===== config.mk =====
export PLATFORM = sky130hd
export DESIGN_NAME = fdc_cmd_seq
export DESIGN_NICKNAME = d
export VERILOG_FILES = /design/src/rtl/fdc_seq_pkg.sv /design/src/rtl/fdc_op_table.sv /design/src/rtl/fdc_exec_unit.sv /design/src/rtl/fdc_out_reg.sv /design/src/rtl/fdc_cmd_seq.sv
export SDC_FILE = /design/constraint.sdc
export NUM_CORES = 1
export LEC_CHECK = 0
export BUFFER_PORTS_ARGS = -buffer_cell sky130_fd_sc_hd__buf_2
export CELL_PAD_IN_SITES_DETAIL_PLACEMENT = 0
export CELL_PAD_IN_SITES_GLOBAL_PLACEMENT = 1
export CORE_ASPECT_RATIO = 1.1
export CORE_MARGIN = 10
export CORE_UTILIZATION = 40
export DETAILED_ROUTE_END_ITERATION = 8
export PLACE_DENSITY = 0.8
export SYNTH_ARGS = -nofsm -noshare
export SYNTH_HDL_FRONTEND = slang
export SYNTH_SLANG_ARGS = --single-unit

===== constraint.sdc =====
create_clock -name clk -period 2.4 [get_ports clk]
set_input_delay 0.36 -clock clk [delete_from_list [all_inputs] [get_ports clk]]
set_output_delay 0.36 -clock clk [all_outputs]
set_load 0.03 [all_outputs]

===== src/rtl/fdc_seq_pkg.sv =====
package fdc_seq_pkg;

    localparam int OPC_W     = 5;
    localparam int NUM_OPS   = 1 << OPC_W;
    localparam int CMD_BYTES = 9;
    localparam int RES_BYTES = 7;
    localparam int WLEN_W    = $clog2(CMD_BYTES + 1);
    localparam int RLEN_W    = $clog2(RES_BYTES + 1);
    localparam int CNT_W     = WLEN_W;
    localparam int RIDX_W    = $clog2(RES_BYTES);

    // register selects
    localparam logic [1:0] SEL_STATUS = 2'd0;
    localparam logic [1:0] SEL_DATA   = 2'd1;
    localparam logic [1:0] SEL_CTRL   = 2'd2;
    localparam logic [1:0] SEL_IRQ    = 2'd3;

    // control byte field positions
    localparam int DRV_W     = 2;
    localparam int NRST_BIT  = 2;
    localparam int DMA_BIT   = 3;
    localparam int MOTOR_LSB = 4;
    localparam int MOTOR_W   = 4;

    // status byte bits and codes
    localparam int STAT_REQ_BIT = 7;
    localparam int STAT_DIR_BIT = 6;
    localparam logic [7:0] ST0_SEEK_END = 8'h20;
    localparam logic [7:0] ST0_BAD_CMD  = 8'h80;
    localparam logic [7:0] IRQ_PENDING  = 8'hC0;

    typedef logic [7:0] byte_t;

    typedef enum logic [1:0] {PH_IDLE, PH_CMD, PH_EXEC, PH_RES} phase_e;

    typedef enum logic [2:0] {
        OP_INVALID, OP_XFER, OP_SPECIFY, OP_SENSE_DRV,
        OP_RECAL, OP_SENSE_INT, OP_READ_ID, OP_SEEK
    } op_kind_e;

    typedef struct packed {
        logic [WLEN_W-1:0] wlen;
        logic [RLEN_W-1:0] rlen;
        op_kind_e          kind;
    } op_desc_t;

    typedef struct packed {
        phase_e                       phase;
        logic [CNT_W-1:0]             cnt;
        op_desc_t                     desc;
        logic [CMD_BYTES-1:0][7:0]    cmd;
        logic [RES_BYTES-1:0][7:0]    res;
        byte_t                        st0;
        byte_t                        cyl;
        byte_t                        head;
        byte_t                        rec;
        byte_t                        num;
    } seq_state_t;

    function automatic op_desc_t op_lookup(input logic [OPC_W-1:0] opc);
        op_desc_t d;
        d = '{wlen: WLEN_W'(1), rlen: RLEN_W'(1), kind: OP_INVALID};
        case (opc)
            5'h02, 5'h05, 5'h06, 5'h09, 5'h0C, 5'h11, 5'h19, 5'h1D:
                d = '{wlen: WLEN_W'(9), rlen: RLEN_W'(7), kind: OP_XFER};
            5'h0D: d = '{wlen: WLEN_W'(6), rlen: RLEN_W'(7), kind: OP_XFER};
            5'h0A: d = '{wlen: WLEN_W'(2), rlen: RLEN_W'(7), kind: OP_READ_ID};
            5'h03: d = '{wlen: WLEN_W'(3), rlen: RLEN_W'(0), kind: OP_SPECIFY};
            5'h0F: d = '{wlen: WLEN_W'(3), rlen: RLEN_W'(0), kind: OP_SEEK};
            5'h07: d = '{wlen: WLEN_W'(2), rlen: RLEN_W'(0), kind: OP_RECAL};
            5'h04: d = '{wlen: WLEN_W'(2), rlen: RLEN_W'(1), kind: OP_SENSE_DRV};
            5'h08: d = '{wlen: WLEN_W'(1), rlen: RLEN_W'(2), kind: OP_SENSE_INT};
            default: ;
        endcase
        return d;
    endfunction

endpackage


===== src/rtl/fdc_op_table.sv =====
module fdc_op_table
    import fdc_seq_pkg::*;
(
    input  logic [OPC_W-1:0] opc_i,
    output op_desc_t         desc_o
);

    op_desc_t tbl [NUM_OPS];

    for (genvar i = 0; i < NUM_OPS; i++) begin : g_entry
        assign tbl[i] = op_lookup(OPC_W'(i));
    end

    assign desc_o = tbl[opc_i];

endmodule


===== src/rtl/fdc_exec_unit.sv =====
module fdc_exec_unit
    import fdc_seq_pkg::*;
#(
    parameter int SECTORS   = 18,
    parameter int HEADS     = 2,
    parameter int CYLINDERS = 80
)(
    input  op_kind_e                  kind_i,
    input  logic [CMD_BYTES-1:0][7:0] cmd_i,
    input  byte_t                     st0_i,
    input  byte_t                     cyl_i,
    input  byte_t                     head_i,
    input  byte_t                     rec_i,
    input  byte_t                     num_i,
    output logic [RES_BYTES-1:0][7:0] res_o,
    output byte_t                     st0_o,
    output byte_t                     cyl_o,
    output byte_t                     head_o,
    output byte_t                     rec_o,
    output byte_t                     num_o
);

    localparam byte_t REC_PAST = 8'(SECTORS + 1);
    localparam byte_t HEAD_END = 8'(HEADS);
    localparam byte_t CYL_END  = 8'(CYLINDERS);

    byte_t c_n, h_n, r_n;
    logic  unused_bits;

    assign unused_bits = ^cmd_i;

    // sector advance over the command's C/H/R
    always_comb begin
        c_n = cmd_i[2];
        h_n = cmd_i[3];
        r_n = cmd_i[4] + 8'd1;
        if (r_n == REC_PAST) begin
            r_n = 8'd1;
            h_n = h_n + 8'd1;
            if (h_n == HEAD_END) begin
                h_n = 8'd0;
                c_n = c_n + 8'd1;
                if (c_n == CYL_END) c_n = 8'd0;
            end
        end
    end

    always_comb begin
        res_o  = '0;
        st0_o  = st0_i;
        cyl_o  = cyl_i;
        head_o = head_i;
        rec_o  = rec_i;
        num_o  = num_i;
        case (kind_i)
            OP_XFER: begin
                st0_o  = 8'd0;
                cyl_o  = c_n;
                head_o = h_n;
                rec_o  = r_n;
                num_o  = cmd_i[5];
                res_o[3] = c_n;
                res_o[4] = h_n;
                res_o[5] = r_n;
                res_o[6] = cmd_i[5];
            end
            OP_READ_ID: begin
                st0_o    = 8'd0;
                res_o[3] = cyl_i;
                res_o[4] = head_i;
                res_o[5] = rec_i;
                res_o[6] = num_i;
            end
            OP_SEEK: begin
                cyl_o  = cmd_i[2];
                head_o = {7'd0, cmd_i[1][2]};
                st0_o  = ST0_SEEK_END;
            end
            OP_RECAL: begin
                cyl_o = 8'd0;
                st0_o = st0_i | ST0_SEEK_END;
            end
            OP_SENSE_INT: begin
                res_o[0] = st0_i;
                res_o[1] = cyl_i;
            end
            OP_SENSE_DRV: res_o[0] = 8'd0;
            OP_SPECIFY:   ;
            default: begin
                st0_o    = ST0_BAD_CMD;
                res_o[0] = ST0_BAD_CMD;
            end
        endcase
    end

endmodule


===== src/rtl/fdc_out_reg.sv =====
module fdc_out_reg
    import fdc_seq_pkg::*;
(
    input  logic               clk,
    input  logic               rst_n,
    input  logic               wr_i,
    input  byte_t              wdata_i,
    output logic [DRV_W-1:0]   drv_sel_o,
    output logic [MOTOR_W-1:0] motor_o,
    output logic               dma_en_o,
    output logic               irq_o,
    output logic               soft_rst_o
);

    typedef struct packed {
        logic               in_rst;
        logic               irq;
        logic [DRV_W-1:0]   drv;
        logic [MOTOR_W-1:0] motor;
        logic               dma;
    } ctl_t;

    ctl_t ctl_d, ctl_q;

    assign soft_rst_o = wr_i && wdata_i[NRST_BIT] && ctl_q.in_rst;

    always_comb begin
        ctl_d = ctl_q;
        if (wr_i) begin
            ctl_d.drv   = wdata_i[DRV_W-1:0];
            ctl_d.dma   = wdata_i[DMA_BIT];
            ctl_d.motor = wdata_i[MOTOR_LSB +: MOTOR_W];
            if (wdata_i[NRST_BIT]) begin
                if (ctl_q.in_rst) begin
                    ctl_d.in_rst = 1'b0;
                    ctl_d.irq    = (wdata_i[DRV_W-1:0] == '0);
                end
            end else if (!ctl_q.in_rst) begin
                ctl_d.in_rst = 1'b1;
                ctl_d.irq    = 1'b0;
            end
        end
    end

    always_ff @(posedge clk or negedge rst_n) begin
        if (!rst_n) ctl_q <= '0;
        else        ctl_q <= ctl_d;
    end

    assign drv_sel_o = ctl_q.drv;
    assign motor_o   = ctl_q.motor;
    assign dma_en_o  = ctl_q.dma;
    assign irq_o     = ctl_q.irq;


    irq_raise_chk: assert property (@(posedge clk) disable iff (!rst_n)
        (wr_i && wdata_i[NRST_BIT] && ctl_q.in_rst && wdata_i[DRV_W-1:0] == '0) |=> irq_o);


    irq_drop_chk: assert property (@(posedge clk) disable iff (!rst_n)
        (wr_i && !wdata_i[NRST_BIT]) |=> !irq_o);


    fields_hold_chk: assert property (@(posedge clk) disable iff (!rst_n)
        !wr_i |=> ($stable(drv_sel_o) && $stable(motor_o) && $stable(dma_en_o)));

endmodule


===== src/rtl/fdc_cmd_seq.sv =====
module fdc_cmd_seq
    import fdc_seq_pkg::*;
#(
    parameter int SECTORS   = 18,
    parameter int HEADS     = 2,
    parameter int CYLINDERS = 80
)(
    input  logic         clk,
    input  logic         rst_n,
    input  logic [1:0]   reg_sel,
    input  logic         wr_en,
    input  logic         rd_en,
    input  logic [7:0]   wr_data,
    output logic [7:0]   rd_data,
    output logic         irq,
    output logic [1:0]   drv_sel,
    output logic [3:0]   motor_on,
    output logic         dma_irq_en
);

    seq_state_t q, n;

    logic data_wr, data_rd, ctrl_wr, soft_rst;
    op_desc_t tbl_desc;
    logic [RES_BYTES-1:0][7:0] ex_res;
    byte_t ex_st0, ex_cyl, ex_head, ex_rec, ex_num;
    logic [CNT_W-1:0]  idx_c, nxt_c;
    logic [WLEN_W-1:0] wlen_c;

    assign data_wr = wr_en && (reg_sel == SEL_DATA);
    assign data_rd = rd_en && (reg_sel == SEL_DATA);
    assign ctrl_wr = wr_en && (reg_sel == SEL_CTRL);

    fdc_op_table u_tbl (
        .opc_i  (wr_data[OPC_W-1:0]),
        .desc_o (tbl_desc)
    );

    fdc_exec_unit #(
        .SECTORS   (SECTORS),
        .HEADS     (HEADS),
        .CYLINDERS (CYLINDERS)
    ) u_exec (
        .kind_i (q.desc.kind),
        .cmd_i  (q.cmd),
        .st0_i  (q.st0),
        .cyl_i  (q.cyl),
        .head_i (q.head),
        .rec_i  (q.rec),
        .num_i  (q.num),
        .res_o  (ex_res),
        .st0_o  (ex_st0),
        .cyl_o  (ex_cyl),
        .head_o (ex_head),
        .rec_o  (ex_rec),
        .num_o  (ex_num)
    );

    fdc_out_reg u_ctl (
        .clk        (clk),
        .rst_n      (rst_n),
        .wr_i       (ctrl_wr),
        .wdata_i    (wr_data),
        .drv_sel_o  (drv_sel),
        .motor_o    (motor_on),
        .dma_en_o   (dma_irq_en),
        .irq_o      (irq),
        .soft_rst_o (soft_rst)
    );

    always_comb begin
        n      = q;
        idx_c  = (q.phase == PH_IDLE) ? '0 : q.cnt;
        wlen_c = (q.phase == PH_IDLE) ? tbl_desc.wlen : q.desc.wlen;
        nxt_c  = (q.phase == PH_RES) ? q.cnt + 1'b1 : idx_c + 1'b1;
        if (soft_rst) begin
            n.phase = PH_IDLE;
            n.cnt   = '0;
            n.st0   = 8'd0;
        end else begin
            case (q.phase)
                PH_IDLE, PH_CMD: begin
                    if (data_wr) begin
                        if (q.phase == PH_IDLE) n.desc = tbl_desc;
                        n.cmd[idx_c] = wr_data;
                        if (nxt_c == CNT_W'(wlen_c)) begin
                            n.phase = PH_EXEC;
                            n.cnt   = '0;
                        end else begin
                            n.phase = PH_CMD;
                            n.cnt   = nxt_c;
                        end
                    end
                end
                PH_EXEC: begin
                    n.res   = ex_res;
                    n.st0   = ex_st0;
                    n.cyl   = ex_cyl;
                    n.head  = ex_head;
                    n.rec   = ex_rec;
                    n.num   = ex_num;
                    n.cnt   = '0;
                    n.phase = (q.desc.rlen != '0) ? PH_RES : PH_IDLE;
                end
                default: begin
                    if (data_rd) begin
                        if (nxt_c == CNT_W'(q.desc.rlen)) begin
                            n.cnt   = '0;
                            n.phase = PH_IDLE;
                        end else begin
                            n.cnt = nxt_c;
                        end
                    end
                end
            endcase
        end
    end

    always_ff @(posedge clk or negedge rst_n) begin
        if (!rst_n) q <= '0;
        else        q <= n;
    end

    always_comb begin
        rd_data = 8'd0;
        case (reg_sel)
            SEL_STATUS: begin
                rd_data[STAT_REQ_BIT] = (q.phase != PH_EXEC);
                rd_data[STAT_DIR_BIT] = (q.phase == PH_RES);
            end
            SEL_DATA: if (q.phase == PH_RES) rd_data = q.res[q.cnt[RIDX_W-1:0]];
            SEL_IRQ:  rd_data = irq ? IRQ_PENDING : 8'd0;
            default:  ;
        endcase
    end


    exec_one_clock_chk: assert property (@(posedge clk) disable iff (!rst_n)
        (q.phase == PH_EXEC) |=> (q.phase != PH_EXEC));


    busy_write_ignored_chk: assert property (@(posedge clk) disable iff (!rst_n)
        ((q.phase == PH_EXEC || q.phase == PH_RES) && data_wr) |=> $stable(q.cmd));


    last_result_idle_chk: assert property (@(posedge clk) disable iff (!rst_n)
        (q.phase == PH_RES && data_rd && !soft_rst &&
         (q.cnt + 1'b1) == CNT_W'(q.desc.rlen)) |=> (q.phase == PH_IDLE && q.cnt == '0));


    soft_reset_idle_chk: assert property (@(posedge clk) disable iff (!rst_n)
        soft_rst |=> (q.phase == PH_IDLE && q.st0 == 8'd0));


    seek_cyl_chk: assert property (@(posedge clk) disable iff (!rst_n)
        (q.phase == PH_EXEC && q.desc.kind == OP_SEEK && !soft_rst)
            |=> (q.cyl == $past(q.cmd[2])));

endmodule


==> reports/results.ini <==
[run_status]
status = complete, no violations

[logic_synthesis]
synth_fp_nets = 816
ys_seq_elements = 135
syn_area_um2 = 7430
syn_area_per_cell_um2 = 9.40
synth_ff_type = dfrtp_1
synth_cell_types = 76
synth_edf_count = 0
async_flop_share_pct = 100
ys.warnings.count = 0
synth_seq_area_share_pct = 45.4
syn_inst = 791

[finish]
layout-drive-gt1-share_pct = 27.7
syn_to_final_growth_pct = 22.9
nets = 888
fill_cells = 1708
finalNonFillerCells = 1119

[global_routing]
grt_max_degree = 49
gr-usage-all-layers_pct = 17.1
grt_pass1_wl_um = 33100
grt_pass1_vias = 5940
grt_antenna_before_repair = 1
met2_usage_pct = 26.8
use_met1_pct = 23.5
grt-busiest-layer = met2
grt_util_met3_pct = 2.58
grt-ovfl-total = 0

[routing]
drt_iter0_markers = 440
drt_pass1_iterations = 5
route.detailed.drc = 0
viasPerCell = 5.43
wl_um = 20800
vias = 6073
final_antenna_net_count = 0
post_drt_wl_per_cell_um = 18.5

[setup_path]
critPathKind = flop to output port
path_max_fanout = 3
required_ns = 2.04
rr_endpoint = q[20]$_DFFE_PN0P_
start_kind = flop
reg2regPathDepth = 10
rr_startpoint = q[128]$_DFFE_PN0P_
critPathArrivalTime_ns = 2.03
cp-end-kind = output port
rrSetupSlack_ns = 0.05

[sta]
hold_violations = 0
relSlewSlack_pct = 61.6
worstMarginPinSlew_ns = 0.574
timing.final.ws_setup_ns = 0.00555
min_period_over_period_pct = 99.8
min_period_ns = 2.39
rsz0062_at_grt = true
maxSlewViolCount = 0
setup_viol = 0
fmax_mhz = 418
tns_ns = 0
skew_ns = 0.00707

[clock_network]
tritoncts = done
cts_sinks = 135
clk_pin_slew_worst_paths_ns = 0.06
cts.path.max_buffers = 2
htree_levels = 4
worstSkewPairLatency_ns = 0.43
clock_tree.root_cell = clkbuf_16
numCtsBuffers = 17

[power_and_ir_drop]
p_sw_share_pct = 34.2
power_density_nw_per_um2 = 932
clkPwrFrac_pct = 30.6
p_leak_nw = 4.13
power_frac_seq_pct = 38.3
p_comb_share_pct = 31.1
p_sw_mw = 2.91
internal_power_mw = 5.60
vdd_drop_max_v = 0.000522
total_power_mw = 8.51

[floorplan]
initial_core_util_pct = 40.5
fp.dieW_um = 150
coreArea_um2 = 18300
io_pins = 30
die_area_um2 = 24400
row_count = 52
die_y_um = 163

[hold_path]
worstHoldStart = wr_data[2]
hold_path_depth = 2
hp-class = primary input to flop
hold-path-endpoint = u_ctl.ctl_q[8]$_DFFE_PN0P_

[placement]
place.gp.congestion = 0.856
dp.cells = 1072
io_buffers = 29
hpwl_um = 14900
dp_slack_ns = -0.127

[job]
drv_cap = 0

cells in the mapped netlist (7+ instances only):
master / instances / area (µm²)
nor3_1: 11 / 55.1
o22ai_1: 18 / 113
inv_1: 16 / 60.1
buf_2: 12 / 60.1
dfrtp_1: 135 / 3380
nor2b_1: 8 / 50.1
nand3_1: 40 / 200
ha_1: 11 / 138
xnor2_1: 23 / 201
a21oi_1: 52 / 260
mux2_2: 38 / 428
a22oi_1: 10 / 75.1
o21ai_0: 66 / 330
and2_1: 7 / 43.8
nand2_1: 115 / 432
nor2_1: 46 / 173
and3_1: 14 / 87.6
mux2i_1: 18 / 180
clkbuf_1: 30 / 113
flip-flops by register name, indices dropped and copies added (netlist names):
register,flops
u_ctl.drv_sel_o,2
u_ctl.motor_o,4
u_ctl.ctl_q,1
q,126
u_ctl.dma_en_o,1
u_ctl.irq_o,1
power by group through the flow:
stage | sequential, mW | combinational (mW) | clock (mW)
floorplan | 3.14 | 1.68 | 0
global placement | 3.26 | 2.39 | 0
detailed placement | 3.28 | 2.42 | 0
CTS | 3.23 | 2.51 | 2.65
global route | 3.32 | 2.91 | 2.74
finish | 3.26 | 2.65 | 2.61
metal layers:
metal / wire, µm / part of all wire [%]
met5: 0 / 0
met4: 283 / 1.4
met3: 798 / 3.8
met2: 10000 / 48
met1: 9630 / 46
critical path, cell delays in order, from the launching register on:
cell and delay, ns:
dfrtp_2 0.42, mux4_2 0.56, o21ai_4 0.19, a211oi_2 0.08, a31o_2 0.22, buf_6 0.13
what timing repair did:
action | CTS | global route
hold buffers | 1 | 0
buffers inserted | 4 | 8
resized for setup | 14 | 54
endpoints found under the hold margin | 44 | 0
cloned | 0 | 2
endpoints found under the setup margin | 10 | 46
pin swaps | 1 | 16
cells in the final DEF (no fill, tap or decap), types with 7 or more instances in the layout:
master,count
nor3_1,7
o21ai_1,11
nand3_1,38
dfrtp_1,131
xnor2_1,21
inv_1,14
o21ai_0,55
and3_1,14
ha_1,8
and2_1,7
nor2_1,43
a22oi_1,10
o22ai_1,18
mux2i_1,14
buf_2,21
a21oi_1,47
buf_4,73
nand2_1,115
buf_12,7
mux2_2,38
clkbuf_16,19
cell families (layout without fill, tap and decap cells):
group | Yosys count | count (layout) | share of synthesized area (%)
AOI/OAI and AO/OA | 198 | 198 | 16.3
xor gates and xnor gates | 29 | 29 | 3.42
adders and majority gates | 11 | 11 | 1.85
buffers and inverters | 74 | 158 | 4.83
DFF | 135 | 135 | 45.4
muxes | 57 | 57 | 8.48
other | 0 | 1 | 0
and+or+nand+nor | 287 | 287 | 19.7
how the worst max path moves through the flow:
stage	from	endpoint	slack (ns)	cells after the start
after global placement	wr_data[0]	q[179]$_DFFE_PN0P_	-0.02	10
after global routing	q[128]$_DFFE_PN0P_	q[20]$_DFFE_PN0P_	-0.08	11
after floorplan	q[183]$_DFFE_PN0P_	q[180]$_DFFE_PN0P_	-0.03	12
after detailed placement	wr_data[0]	q[178]$_DFFE_PN0P_	-0.13	10
after CTS	q[86]$_DFFE_PN0P_	rd_data[6]	0.0003	5
final	q[178]$_DFFE_PN0P_	rd_data[6]	0.006	5
per-stage QoR:
| stage | hold WS (ns) | instance area, µm² | util, % |
|---|---|---|---|
| 2_1_floorplan | 0.0644 | 7440 | - |
| 3_3_place_gp | 0.331 | 8160 | 44.5 |
| 3_5_place_dp | 0.340 | 8160 | 44.5 |
| 4_1_cts | 0.212 | 8820 | 48.1 |
| 5_1_grt | 0.244 | 9140 | 49.8 |
| 6_report | 0.229 | 9140 | 49.8 |
cell type report:
cell class	count	area (µm²)	area share, %
multi-input cells	582	3870	42.4
repair buffers	111	925	10.1
well taps	243	304	3.33
inverters	16	60.1	0.657
flip-flops and latches	135	3380	37.0
clock buffers	21	470	5.15
clock inverters	10	123	1.34
diodes	1	2.50	0.0274
Power figures use the tool's default switching activity.
